[src/rtl/pa_pkg.sv]
package pa_pkg;
   localparam int CTL_EN   = 6;
   localparam int CTL_MODE = 5;
   localparam int CTL_EDGE = 4;
   localparam int CTL_OVIE = 1;
   localparam logic [7:0] CTL_RW_MASK = 8'h7E;
   localparam int FLG_EDGE = 1;
   localparam int FLG_OVF  = 0;
endpackage

[src/rtl/pa_sync_edge.sv]
module pa_sync_edge #(
   parameter int STAGES = 2
) (
   input  logic clk,
   input  logic rst_n,
   input  logic d,
   output logic lvl,
   output logic rise,
   output logic fall
);
   logic [STAGES-1:0] sh;
   logic              prev;

   generate
      if (STAGES < 2) begin : g_bad_stages
         $error("pa_sync_edge: STAGES must be at least 2");
      end
   endgenerate

   always_ff @(posedge clk) begin
      if (!rst_n) begin
         sh   <= '0;
         prev <= 1'b0;
      end else begin
         sh   <= {sh[STAGES-2:0], d};
         prev <= sh[STAGES-1];
      end
   end

   assign lvl  = sh[STAGES-1];
   assign rise = lvl & ~prev;
   assign fall = ~lvl & prev;
endmodule

[src/rtl/pa_tick_div.sv]
module pa_tick_div #(
   parameter int DIV = 64
) (
   input  logic clk,
   input  logic rst_n,
   input  logic run,
   output logic tick
);
   localparam int DW = (DIV > 2) ? $clog2(DIV) : 1;
   localparam logic [DW-1:0] LAST = DW'(DIV - 1);
   logic [DW-1:0] cnt;

   generate
      if (DIV < 2) begin : g_bad_div
         $error("pa_tick_div: DIV must be at least 2");
      end
   endgenerate

   always_ff @(posedge clk) begin
      if (!rst_n || !run)  cnt <= '0;
      else if (cnt == LAST) cnt <= '0;
      else                 cnt <= cnt + 1'b1;
   end

   assign tick = run && (cnt == LAST);
endmodule

[src/rtl/pa_byte.sv]
module pa_byte #(
   parameter int W = 8
) (
   input  logic         clk,
   input  logic         rst_n,
   input  logic         we,
   input  logic [W-1:0] wdata,
   input  logic         inc,
   output logic [W-1:0] q,
   output logic         carry
);
   always_ff @(posedge clk) begin
      if (!rst_n)   q <= '0;
      else if (we)  q <= wdata;
      else if (inc) q <= q + 1'b1;
   end

   assign carry = inc & ~we & (&q);
endmodule

[src/rtl/pulse_acc.sv]
module pulse_acc
   import pa_pkg::*;
#(
   parameter int CNT_W       = 8,
   parameter int SYNC_STAGES = 2,
   parameter int PRESCALE    = 64
) (
   input  logic             clk,
   input  logic             rst_n,
   input  logic             pin_in,
   input  logic             timer_en,
   input  logic             ctl_we,
   input  logic [7:0]       ctl_wdata,
   input  logic             flg_we,
   input  logic [1:0]       flg_clr,
   input  logic             cnt_lo_we,
   input  logic             cnt_hi_we,
   input  logic [CNT_W-1:0] cnt_wdata,
   input  logic [1:0]       sep_en,
   output logic [7:0]       ctl_q,
   output logic [CNT_W-1:0] cnt_lo,
   output logic [CNT_W-1:0] cnt_hi,
   output logic             edge_flag,
   output logic             ovf_flag,
   output logic             irq
);
   generate
      if (CNT_W < 2) begin : g_bad_width
         $error("pulse_acc: CNT_W must be at least 2");
      end
   endgenerate

   logic lvl, rise, fall, tick;
   logic en, mode, esel, ovie;
   logic qual, active, any_we, casc_step, sep_step;
   logic inc_lo, inc_hi, carry_lo, carry_hi, wrap;

   pa_sync_edge #(.STAGES(SYNC_STAGES)) u_sync (
      .clk(clk), .rst_n(rst_n), .d(pin_in),
      .lvl(lvl), .rise(rise), .fall(fall)
   );

   pa_tick_div #(.DIV(PRESCALE)) u_div (
      .clk(clk), .rst_n(rst_n), .run(timer_en), .tick(tick)
   );

   always_ff @(posedge clk) begin
      if (!rst_n)      ctl_q <= '0;
      else if (ctl_we) ctl_q <= ctl_wdata & CTL_RW_MASK;
   end

   assign en   = ctl_q[CTL_EN];
   assign mode = ctl_q[CTL_MODE];
   assign esel = ctl_q[CTL_EDGE];
   assign ovie = ctl_q[CTL_OVIE];

   // one edge serves both modes: the counted event edge equals the gated trailing edge
   assign qual      = esel ? rise : fall;
   assign active    = esel ? ~lvl : lvl;
   assign any_we    = cnt_lo_we | cnt_hi_we;
   assign casc_step = en & ~any_we & (mode ? (active & tick) : qual);
   assign sep_step  = ~en & ~any_we & qual;

   assign inc_lo = en ? casc_step : (sep_step & sep_en[0]);
   assign inc_hi = en ? carry_lo  : (sep_step & sep_en[1]);
   assign wrap   = en & carry_hi;

   pa_byte #(.W(CNT_W)) u_lo (
      .clk(clk), .rst_n(rst_n), .we(cnt_lo_we), .wdata(cnt_wdata),
      .inc(inc_lo), .q(cnt_lo), .carry(carry_lo)
   );

   pa_byte #(.W(CNT_W)) u_hi (
      .clk(clk), .rst_n(rst_n), .we(cnt_hi_we), .wdata(cnt_wdata),
      .inc(inc_hi), .q(cnt_hi), .carry(carry_hi)
   );

   always_ff @(posedge clk) begin
      if (!rst_n) begin
         edge_flag <= 1'b0;
         ovf_flag  <= 1'b0;
      end else begin
         edge_flag <= (edge_flag & ~(flg_we & flg_clr[FLG_EDGE])) | (en & qual);
         ovf_flag  <= (ovf_flag  & ~(flg_we & flg_clr[FLG_OVF]))  | wrap;
      end
   end

   assign irq = ovf_flag & ovie;
endmodule

[config.mk]
export PLATFORM = sky130hd
export DESIGN_NAME = pulse_acc
export DESIGN_NICKNAME = d
export VERILOG_FILES = /design/src/rtl/pa_pkg.sv /design/src/rtl/pa_sync_edge.sv /design/src/rtl/pa_tick_div.sv /design/src/rtl/pa_byte.sv /design/src/rtl/pulse_acc.sv
export SDC_FILE = /design/constraint.sdc
export NUM_CORES = 1
export LEC_CHECK = 0
export ABC_CLOCK_PERIOD_IN_PS = 3400
export BUFFER_PORTS_ARGS = -buffer_cell sky130_fd_sc_hd__buf_2
export CORE_UTILIZATION = 50
export DETAILED_ROUTE_END_ITERATION = 16
export HOLD_SLACK_MARGIN = 0.15
export PLACE_DENSITY = 0.78
export SLEW_MARGIN = 20
export SYNTH_ARGS = -nofsm -noshare
export SYNTH_HDL_FRONTEND = slang
export SYNTH_SLANG_ARGS = --single-unit
export TNS_END_PERCENT = 100
[constraint.sdc]
create_clock -name clk -period 3.4 [get_ports clk]
set_input_delay 0.85 -clock clk [delete_from_list [all_inputs] [get_ports clk]]
set_output_delay 0.85 -clock clk [all_outputs]
set_load 0.02 [all_outputs]
==> metrics.md <==
| Metric | Value |
|---|---|
| Crit Path Max Fanout | 11 |
| Grt ovf | 0 |
| CTS tree | yes |
| CTS Hold Bufs | 0 |
| Critical Path RT | approximately 3600 ps |
| Setup tns final | 0 ps |
| Seq pwr share | around 56% |
| # IOs | 55 |
| Initial DRC count | 66 |
| Place WS | 469 ps |
| Crit Path Category | in -> reg |
| Sw Pwr | 212 µW |
| Largest stage delay on the critical path | ~460 ps |
| Die area | 3700 µm² |
| CP arrival | 2820 ps |
| CP Launch Type | primary input |
| Final wirelength | 3910 µm |
| Placer's final routability congestion estimate | 0.817 |
| PD cells | 369 nW/µm² |
| Routed WL per cell | ~13 µm |
| Largest net degree at the start of global routing | 28 |
| Slew Viols, Final | 0 |
| Internal | 549 µW |
| Clk_lat worst skew | ~330 ps |
| Core region area | 3340 µm² |
| First-pass DRT Iterations | 4 |
| Die width | 60.9 µm |
| Antenna cells | 0 |
| I/O Buffers | 50 |
| Post-CTS Setup Bufs | 0 |
| Clk buf depth | 2 |
| Worst-Margin Slew | 685 ps |
| Combinational fraction of design power | 14.9% |
| Netlist cell types | between 40 and 50 |
| Max_slew headroom | 54.3% |
| Final Hold Viols | 0 |
| Outcome | finished clean |
| Clock Power Share | 29.1% |
| Total track usage | 22.6% |
| Yosys warns | 0 |
| Area of the multi-input gates | 977 µm² |
| Tmin final | 2600 ps |
| Sequential standard cell area | 661 µm² |
| Final setup margin | 805 ps |
| Period utilisation layout | 76.3% |
| Avg Inst Size Synth | ~8.3 µm² |
| Die H | 60.9 µm |
| Slowest cell on the critical path | a2111oi_4 |
| Max frequency | 0.385 GHz |
| Post-route DRC | 0 |
| Primary FF master, synth | dfxtp_1 |
| Layout cell share with drive strength beyond 1 | 26.3% |
| Sw frac | 27.9% |
| Layout fillers | 329 |
| Post-Synthesis Cells | 208 |
| Post-synthesis cell area | 1730 µm² |
| Post_cts resized | 0 |
| Max IR drop VDD | 0.179 mV |
| Initial antenna violation count | 0 |
| Tightest Hold Check Type | reg -> reg |
| Synth async-reset ratio | 0% |
| Vias in the first global route | about 1400 |
| Initial Util | 51.9% |
| Final setup fails | 0 |
| #FFs+latches synth | 33 |
| FP Rows | 21 |
| Number of enable flip-flop cells after synthesis | 0 |
| Max-cap violations | 0 |
| Clk_skew | 6.23 ps |
| Worst path cell trace | buf_2 > or2_2 > a221o_1 > a2111oi_4 > buf_4 > nor4_1 > a311o_1 |
| LEAKAGE | between 0.9 and 1 nW |
| Final #Nets | roughly 290 |
| Drt via density | ~5.6 |
| Clock sinks | 33 |
| Final Core Density | 61.9% |
| Vias | 1696 |
| Post-route ant nets | 0 |
| First-pass GRT wire length | a little over 6000 µm |
| Crit end category | flip-flop |
| # H-tree levels | 2 |
| CTS root buffer | clkbuf_4 |
| Hpwl dp | approximately 2900 µm |
| Register area share after synthesis | 38.2% |
| RSZ-0062 raised after global routing | no |
| Synthesis-to-layout area growth | 19.2% |
| CTS buffer count | 5 |
| Clock transition at path regs | 90 ps |
-- per-layer routing --
layer	global-route usage, %	wire length [µm]	vias up
met5	0	0	-
met4	7.79	45	0
met3	6.18	237	5
met2	36.1	1830	58
met1	29.3	1800	785
li1	-	-	848
-- worst max-delay path: cells and delay by family --
| family | cells | cell delay (ps) |
|---|---|---|
| AOI/OAI and AO/OA | 3 | 1220 |
| and+or+nand+nor | 2 | 360 |
| buffers and inverters | 2 | 380 |
-- path summary, 6_finish.rpt --
check	depth (start not counted)	start	slack, ps	to
setup / recovery	7	cnt_lo_we	800	u_hi.q[1]$_SDFFE_PN0P_
hold / removal	1	u_div.cnt[0]$_SDFF_PP0_	440	u_div.cnt[0]$_SDFF_PP0_
hold reg to reg	1	u_div.cnt[0]$_SDFF_PP0_	440	u_div.cnt[0]$_SDFF_PP0_
setup reg to reg	6	ctl_q[4]$_SDFFE_PN0P_	930	u_hi.q[1]$_SDFFE_PN0P_
-- placed cells by master, fill, tap and decap left out, types with 6 or more instances in the layout --
cell type / netlist / layout
a21oi_1: 13 / 13
o211ai_1: 6 / 6
dfxtp_1: 33 / 33
and3_1: 11 / 11
buf_2: 0 / 50
o21ai_0: 7 / 7
inv_1: 7 / 7
nor3_1: 7 / 7
nand2_1: 13 / 13
nand3b_1: 6 / 6
nor2_1: 17 / 17
mux2i_1: 6 / 6
and2_1: 6 / 6
nand3_1: 14 / 14
-- flip-flops by register name, summed over array words and instances (netlist names) --
signal	flops
u_sync.prev	1
u_lo.q	8
u_hi.q	8
u_div.cnt	6
ovf_flag	1
u_sync.sh	2
edge_flag	1
ctl_q	6
-- power groups by stage --
stage / Combinational (mW) / Sequential, mW / Clock (mW)
finish: 0.113 / 0.427 / 0.222
global route: 0.126 / 0.430 / 0.247
CTS: 0.114 / 0.426 / 0.226
detailed placement: 0.113 / 0.435 / 0
global placement: 0.112 / 0.434 / 0
floorplan: 0.0567 / 0.450 / 0
-- logic make-up after synthesis --
family	count (synthesis)	share of synthesized area [%]
and+or+nand+nor	85	25.8
other	1	0.217
muxes	6	3.47
AOI/OAI and AO/OA	51	21.5
buffers and inverters	23	5.64
DFF	33	38.2
xor gates and xnor gates	6	3.03
adders and majority gates	3	2.17
-- cell usage after synthesis (all sizes together) (3+ instances only) --
library cell,instances,area [µm²]
nand3,14,70.1
inv,7,26.3
ha,3,37.5
mux2i,6,60.1
o22ai,5,31.3
nand2,13,48.8
xnor2,4,35.0
nor3,7,35.0
and2,6,37.5
clkbuf,12,45.0
or2,3,18.8
nor2,17,63.8
buf,4,26.3
dfxtp,33,661
nand3b,6,45.0
and3,11,68.8
a21oi,13,65.1
o21ai,7,35.0
o211ai,6,45.0
a22oi,4,30.0
-- through the flow --
step | total power, mW | instance area (µm²) | instances | hold WS [ps]
2_1_floorplan | 0.506 | 1740 | 209 | 411
3_3_place_gp | 0.546 | 2010 | 294 | 428
3_5_place_dp | 0.548 | 2010 | 294 | 434
4_1_cts | 0.766 | 2060 | 301 | 447
5_1_grt | 0.802 | 2060 | 301 | 478
6_report | 0.762 | 2060 | 301 | 444
-- layout make-up --
class	instances	area share, %
inverters	7	1.27
clock buffers	7	2.67
flip-flops and latches	33	32.0
well taps	46	2.79
repair buffers	55	13.9
multi-input cells	153	47.3
Note: power is estimated with default switching activity, not from simulation.
